--- config.mk ---
export PLATFORM = sky130hd
export DESIGN_NAME = hmm_viterbi_pe
export DESIGN_NICKNAME = d
export VERILOG_FILES = /design/src/rtl/hmm_pe_pkg.sv /design/src/rtl/elastic_store.sv /design/src/rtl/cand_select.sv /design/src/rtl/hmm_viterbi_pe.sv
export SDC_FILE = /design/constraint.sdc
export NUM_CORES = 1
export LEC_CHECK = 0
export BUFFER_PORTS_ARGS = -buffer_cell sky130_fd_sc_hd__clkbuf_2
export CAP_MARGIN = 40
export CORE_MARGIN = 2
export CORE_UTILIZATION = 50
export CTS_CLUSTER_DIAMETER = 200
export DETAILED_ROUTE_END_ITERATION = 10
export PLACE_DENSITY_LB_ADDON = 0.3
export SLEW_MARGIN = 30
export SYNTH_ARGS = -nofsm -noshare
export SYNTH_HDL_FRONTEND = slang
export SYNTH_SLANG_ARGS = --single-unit
export TNS_END_PERCENT = 20
--- constraint.sdc ---
create_clock -name clk -period 9.2 [get_ports clk]
set_input_delay 1.84 -clock clk [delete_from_list [all_inputs] [get_ports clk]]
set_output_delay 1.84 -clock clk [all_outputs]
set_load 0.03 [all_outputs]
--- src/rtl/hmm_pe_pkg.sv ---
// Shared constants for the Viterbi scoring element.
// Assumes exactly three predecessor candidates and a four-stage store.
package hmm_pe_pkg;
    localparam int NUM_CAND     = 3;
    localparam int STORE_STAGES = 4;
    localparam int SRC_W        = $clog2(NUM_CAND);

    typedef enum logic [SRC_W-1:0] {
        SRC_SELF = 2'd0,
        SRC_PREV = 2'd1,
        SRC_SKIP = 2'd2
    } src_e;
endpackage

--- src/rtl/elastic_store.sv ---
// Predecessor score store: a chain of STAGES registers, each fed by a
// two-way multiplexer that picks between a new value and its own contents.
// Stage 0 takes the external score, stage k takes stage k-1.
// Assumes clear has priority over shift; reset fills every stage with worst cost.
module elastic_store #(
    parameter int W      = 16,
    parameter int STAGES = 4
) (
    input  logic                      clk,
    input  logic                      rst_n,
    input  logic                      clear,
    input  logic                      shift,
    input  logic [W-1:0]              din,
    input  logic [STAGES-1:0]         ctrl,
    output logic [STAGES-1:0][W-1:0]  stage_q
);
    localparam logic [W-1:0] WORST = '1;

    for (genvar k = 0; k < STAGES; k++) begin : g_stage
        logic [W-1:0] src;
        if (k == 0) begin : g_head
            assign src = din;
        end else begin : g_body
            assign src = stage_q[k-1];
        end

        // One stage: clear to worst, else load the source when enabled, else hold.
        always_ff @(posedge clk) begin
            if (!rst_n || clear) begin
                stage_q[k] <= WORST;
            end else if (shift && ctrl[k]) begin
                stage_q[k] <= src;
            end
        end
    end
endmodule

--- src/rtl/cand_select.sv ---
// Combinational add-compare-add: forms each candidate as a saturated sum of
// stored score and transition cost, forces masked candidates to worst cost,
// keeps the cheapest (lowest index on ties), then adds the observation cost.
module cand_select #(
    parameter int W     = 16,
    parameter int NCAND = 3,
    parameter int IDX_W = 2
) (
    input  logic [NCAND-1:0][W-1:0] stored,
    input  logic [NCAND-1:0][W-1:0] cost,
    input  logic [NCAND-1:0]        en,
    input  logic [W-1:0]            obs,
    output logic [W-1:0]            score,
    output logic [IDX_W-1:0]        win
);
    localparam logic [W-1:0] WORST = '1;

    function automatic logic [W-1:0] sat_add(input logic [W-1:0] a, input logic [W-1:0] b);
        logic [W:0] s;
        s = {1'b0, a} + {1'b0, b};
        return s[W] ? WORST : s[W-1:0];
    endfunction

    logic [NCAND-1:0][W-1:0] total;
    logic [W-1:0]            best;

    // Candidate totals with masking.
    always_comb begin
        for (int i = 0; i < NCAND; i++) begin
            total[i] = en[i] ? sat_add(stored[i], cost[i]) : WORST;
        end
    end

    // Linear scan with strict compare so the lowest index keeps a tie.
    always_comb begin
        best = total[0];
        win  = '0;
        for (int i = 1; i < NCAND; i++) begin
            if (total[i] < best) begin
                best = total[i];
                win  = IDX_W'(i);
            end
        end
    end

    // Observation cost added after the compare.
    assign score = sat_add(best, obs);
endmodule

--- src/rtl/hmm_viterbi_pe.sv ---
// Viterbi scoring element for left-to-right models. One state per clock;
// result two clocks later. Edge 1 updates the store and registers the costs,
// edge 2 registers the compared and observed score.
// Assumes frame_start is pulsed in a cycle with no state to keep.
module hmm_viterbi_pe
    import hmm_pe_pkg::*;
#(
    parameter int SCORE_W = 16
) (
    input  logic                 clk,
    input  logic                 rst_n,
    input  logic                 frame_start,
    input  logic                 state_valid,
    input  logic [SCORE_W-1:0]   prev_score,
    input  logic [SCORE_W-1:0]   cost_self,
    input  logic [SCORE_W-1:0]   cost_prev,
    input  logic [SCORE_W-1:0]   cost_skip,
    input  logic [NUM_CAND-1:0]  cand_en,
    input  logic [STORE_STAGES-1:0] store_ctrl,
    input  logic [SCORE_W-1:0]   obs_cost,
    output logic                 out_valid,
    output logic [SCORE_W-1:0]   out_score,
    output logic [SRC_W-1:0]     out_src,
    output logic [SCORE_W-1:0]   store_tail
);
    logic                                accept;
    logic [STORE_STAGES-1:0][SCORE_W-1:0] store_q;
    logic [NUM_CAND-1:0][SCORE_W-1:0]     cost_q;
    logic [NUM_CAND-1:0]                  en_q;
    logic [SCORE_W-1:0]                   obs_q;
    logic                                 vld_q;
    logic [SCORE_W-1:0]                   sel_score;
    logic [SRC_W-1:0]                     sel_win;

    assign accept = state_valid && !frame_start;

    elastic_store #(.W(SCORE_W), .STAGES(STORE_STAGES)) u_store (
        .clk     (clk),
        .rst_n   (rst_n),
        .clear   (frame_start),
        .shift   (accept),
        .din     (prev_score),
        .ctrl    (store_ctrl),
        .stage_q (store_q)
    );

    // First pipeline register: costs and mask travel alongside the store update.
    always_ff @(posedge clk) begin
        if (!rst_n) begin
            vld_q  <= 1'b0;
            cost_q <= '0;
            en_q   <= '0;
            obs_q  <= '0;
        end else begin
            vld_q <= accept;
            if (accept) begin
                cost_q <= {cost_skip, cost_prev, cost_self};
                en_q   <= cand_en;
                obs_q  <= obs_cost;
            end
        end
    end

    cand_select #(.W(SCORE_W), .NCAND(NUM_CAND), .IDX_W(SRC_W)) u_sel (
        .stored (store_q[NUM_CAND-1:0]),
        .cost   (cost_q),
        .en     (en_q),
        .obs    (obs_q),
        .score  (sel_score),
        .win    (sel_win)
    );

    // Second pipeline register: the published score and winning source.
    always_ff @(posedge clk) begin
        if (!rst_n) begin
            out_valid <= 1'b0;
            out_score <= '0;
            out_src   <= SRC_SELF;
        end else begin
            out_valid <= vld_q;
            if (vld_q) begin
                out_score <= sel_score;
                out_src   <= sel_win;
            end
        end
    end

    assign store_tail = store_q[STORE_STAGES-1];
endmodule

==> reports/qor.txt <==
status = finished, final reports clean
crit-path max FO = 12
# Max-Cap Violations = 0
Critical Path Start = u_store.g_stage[2].src[0]
final wirelength = 24,400 um
Clock Power Share = 0.354
Max Slew Vio Count = 0
RSZ-0062 raised after global routing = false
CP peak stage delay = 0.42 ns
worst hold slack = 0.467 ns
commonest non-fill, non-tap cells in the layout = nand2_1 (301), dfxtp_1 (151), clkbuf_2 (125)
Worst-path clk slew = 0.06 ns
Int Power = 1310 uW
root buffer cell = clkbuf_16
grt total ovfl = 0
hpwl dp = 18,500 um
cell area after synthesis = 9620 um2
fraction of the mapped netlist area in adder cells = 0.133
fin crit share = 0.926
complex-gate fraction of the synthesized area = 0.190
die area = 20,400 um2
Die Ht = 143 um
register area share after synthesis = 0.314
Starting Density = 0.513
cell family with most CP delay = compound AO/OA/AOI/OAI gates
post-synth net total = 1,429
Placer Congestion = 0.905
slew at the pin closest to its max-slew limit = 0.759 ns
DRT antenna net count = 0
Hold-fix buffers, CTS = 0
Critical Path AT = 8.84 ns
sw power = 625 uW
drt first-iter violations = 397
worst skew pair latency = 0.44 ns
final setup violating endpoints = 0
sequential share of power = 0.362
Most used DFF post-synth = dfxtp_1
post-synthesis mux area share = 0.0386
critical path class = reg2reg
sw frac = 0.323
Netlist cell types = 59
most common cell after layout, fill and taps aside = nand2_1
clk sinks = 151
pin count of the biggest net entering global routing = 88
power density cells = 177 nW/um2
first-pass GRT wire length = 39,800 um
H-tree levels = 4
pre-CTS WS = 0.383 ns
nets@finish = 1,517
largest family of logic cells by synthesized area = simple AND/OR/NAND/NOR gates
final setup margin = 0.682 ns
R2R Path Start = u_store.g_stage[2].src[0]
average wire per standard cell = 15.5 um
layout cells sized above 1 = 0.149
Die X = 143 um
total track usage = 0.247
Crit. End Element = flop
Peak VDD IR = 125 uV
drt pass-1 iters = 5
Syn. warnings = 0
FILL cells = 1,787
minimum clock period = 8.52 ns
CTS Buffer Depth = 2
Area growth syn-to-layout = 13.2%
vias in the first global route = 7,988
multi-input gate area in the final layout = 6120 um2
Worst EP required = 9.52 ns
TritonCTS clock tree = built
f_max = 117 MHz
Post-synth ARST share = 0
IO buf count = 125
TNS Setup = 0 ns
row count = 50
vias per cell = 5.43
CTS buffer count = 17
Logic pwr share = 0.284
via count = 8,544
worst min path class = reg2reg
area of the core = 18,800 um2
Slew HR = 0.494
Final Hold Viols = 0
Buf/Inv on CP = 4
hold_sp = u_store.stage_q[62]
Startpoint Class = flop
Sequential cell area = 3020 um2
Synth Area in XOR/XNOR = 0.0410
Final Skew = 0.0109 ns
Synth Area in Simple Gates = 0.229
IO Count = 126
Syn Inst Count = 1,238
Slowest cell on crit path = fa_1
Leakage = 0.00499 uW
number of synthesized flops with an enable pin = 0
Remaining DRCs = 0
Syn Area/Cell = 7.77 um2
#FFs+latches synth = 151
Final Util = 0.580
initial antenna violation count = 0
ANT cells = 0
==> worst paths after layout <==
| kind | endpoint | slack [ns] | depth (start not counted) |
|---|---|---|---|
| worst max-delay path | out_score[1] | 0.68 | 39 |
| worst max register to register | out_score[1] | 0.68 | 39 |
| worst min-delay path | u_store.stage_q[62] | 0.47 | 2 |
| worst min register to register | u_store.stage_q[62] | 0.47 | 2 |
==> flip-flops by register name, indices dropped and copies added (netlist names) <==
signal,cells
u_store.g_stage.src,48
out_src,2
en_q,3
u_store.stage_q,16
out_valid,1
cost_q,48
obs_q,16
vld_q,1
out_score,16
==> cell type report <==
type	instances	area share
Sequential cell	151	0.278
Timing Repair Buffer	137	0.0655
Clock buffer	20	0.0410
Multi-Input combinational cell	973	0.562
Inverter	46	0.0159
Tap cell	234	0.0269
Clock inverter	12	0.0109
==> synth_stat cells (4+ instances only) <==
library cell,number,area [um2]
nand2_1,302,1130
dfxtp_1,151,3020
ha_1,96,1200
nand3_1,74,370
a21boi_0,68,510
nor2_1,62,233
a21oi_1,61,305
o21ai_0,52,260
inv_1,46,173
clkbuf_1,40,150
xor2_1,25,219
xnor2_1,20,175
a21o_1,18,135
mux2i_1,18,180
and2_1,17,106
buf_4,17,128
o21a_1,17,128
nand2b_1,15,93.8
nor3_1,14,70.1
mux2_2,13,146
a211oi_1,10,75.1
nor2b_1,9,56.3
o21ai_1,8,40.0
buf_1,7,26.3
o21bai_1,7,52.6
a31oi_1,6,37.5
nand4_1,6,37.5
o211ai_1,6,45.0
fa_1,4,80.1
nor4_1,4,25.0
o22ai_1,4,25.0
==> worst min-delay path, stage by stage, from the launching register on <==
cell	delay [ns]
dfxtp_1	0.32
nand2_1	0.05
nand3_1	0.06
==> kinds of logic after synthesis <==
| kind of cell | after synthesis |
|---|---|
| adders and majority gates | 100 |
| xor gates and xnor gates | 45 |
| muxes | 34 |
| AOI/OAI and AO/OA | 280 |
| buffers and inverters | 114 |
| and+or+nand+nor | 514 |
| DFF | 151 |
==> power groups by stage <==
| stage | Combinational [uW] | Sequential (uW) | Clock [uW] |
|---|---|---|---|
| final | 549 | 699 | 684 |
| after global routing | 609 | 701 | 719 |
| after CTS | 528 | 699 | 694 |
| after detailed placement | 522 | 713 | 0 |
| after global placement | 517 | 713 | 0 |
| after floorplan | 426 | 715 | 0 |
==> routing by layer <==
| layer | wire, um | track usage | up-vias |
|---|---|---|---|
| li1 | - | - | 4416 |
| met1 | 11300 | 0.323 | 3908 |
| met2 | 11600 | 0.411 | 182 |
| met3 | 944 | 0.0412 | 38 |
| met4 | 576 | 0.0870 | 0 |
| met5 | 0 | 0 | - |
==> through the flow <==
stage          power [uW]  std cells  instance area [um2]
4_1_cts              1920       1567                10800
5_1_grt              2030       1573                10900
3_5_place_dp         1240       1535                10300
3_3_place_gp         1230       1534                10300
2_1_floorplan        1140       1238                 9620
6_report             1930       1573                10900
==> repair_timing <==
action                     CTS  global route
setup buffers                0             5
resized for setup            0             7
setup endpoints to repair    0            16
Power figures use the tool's default switching activity.
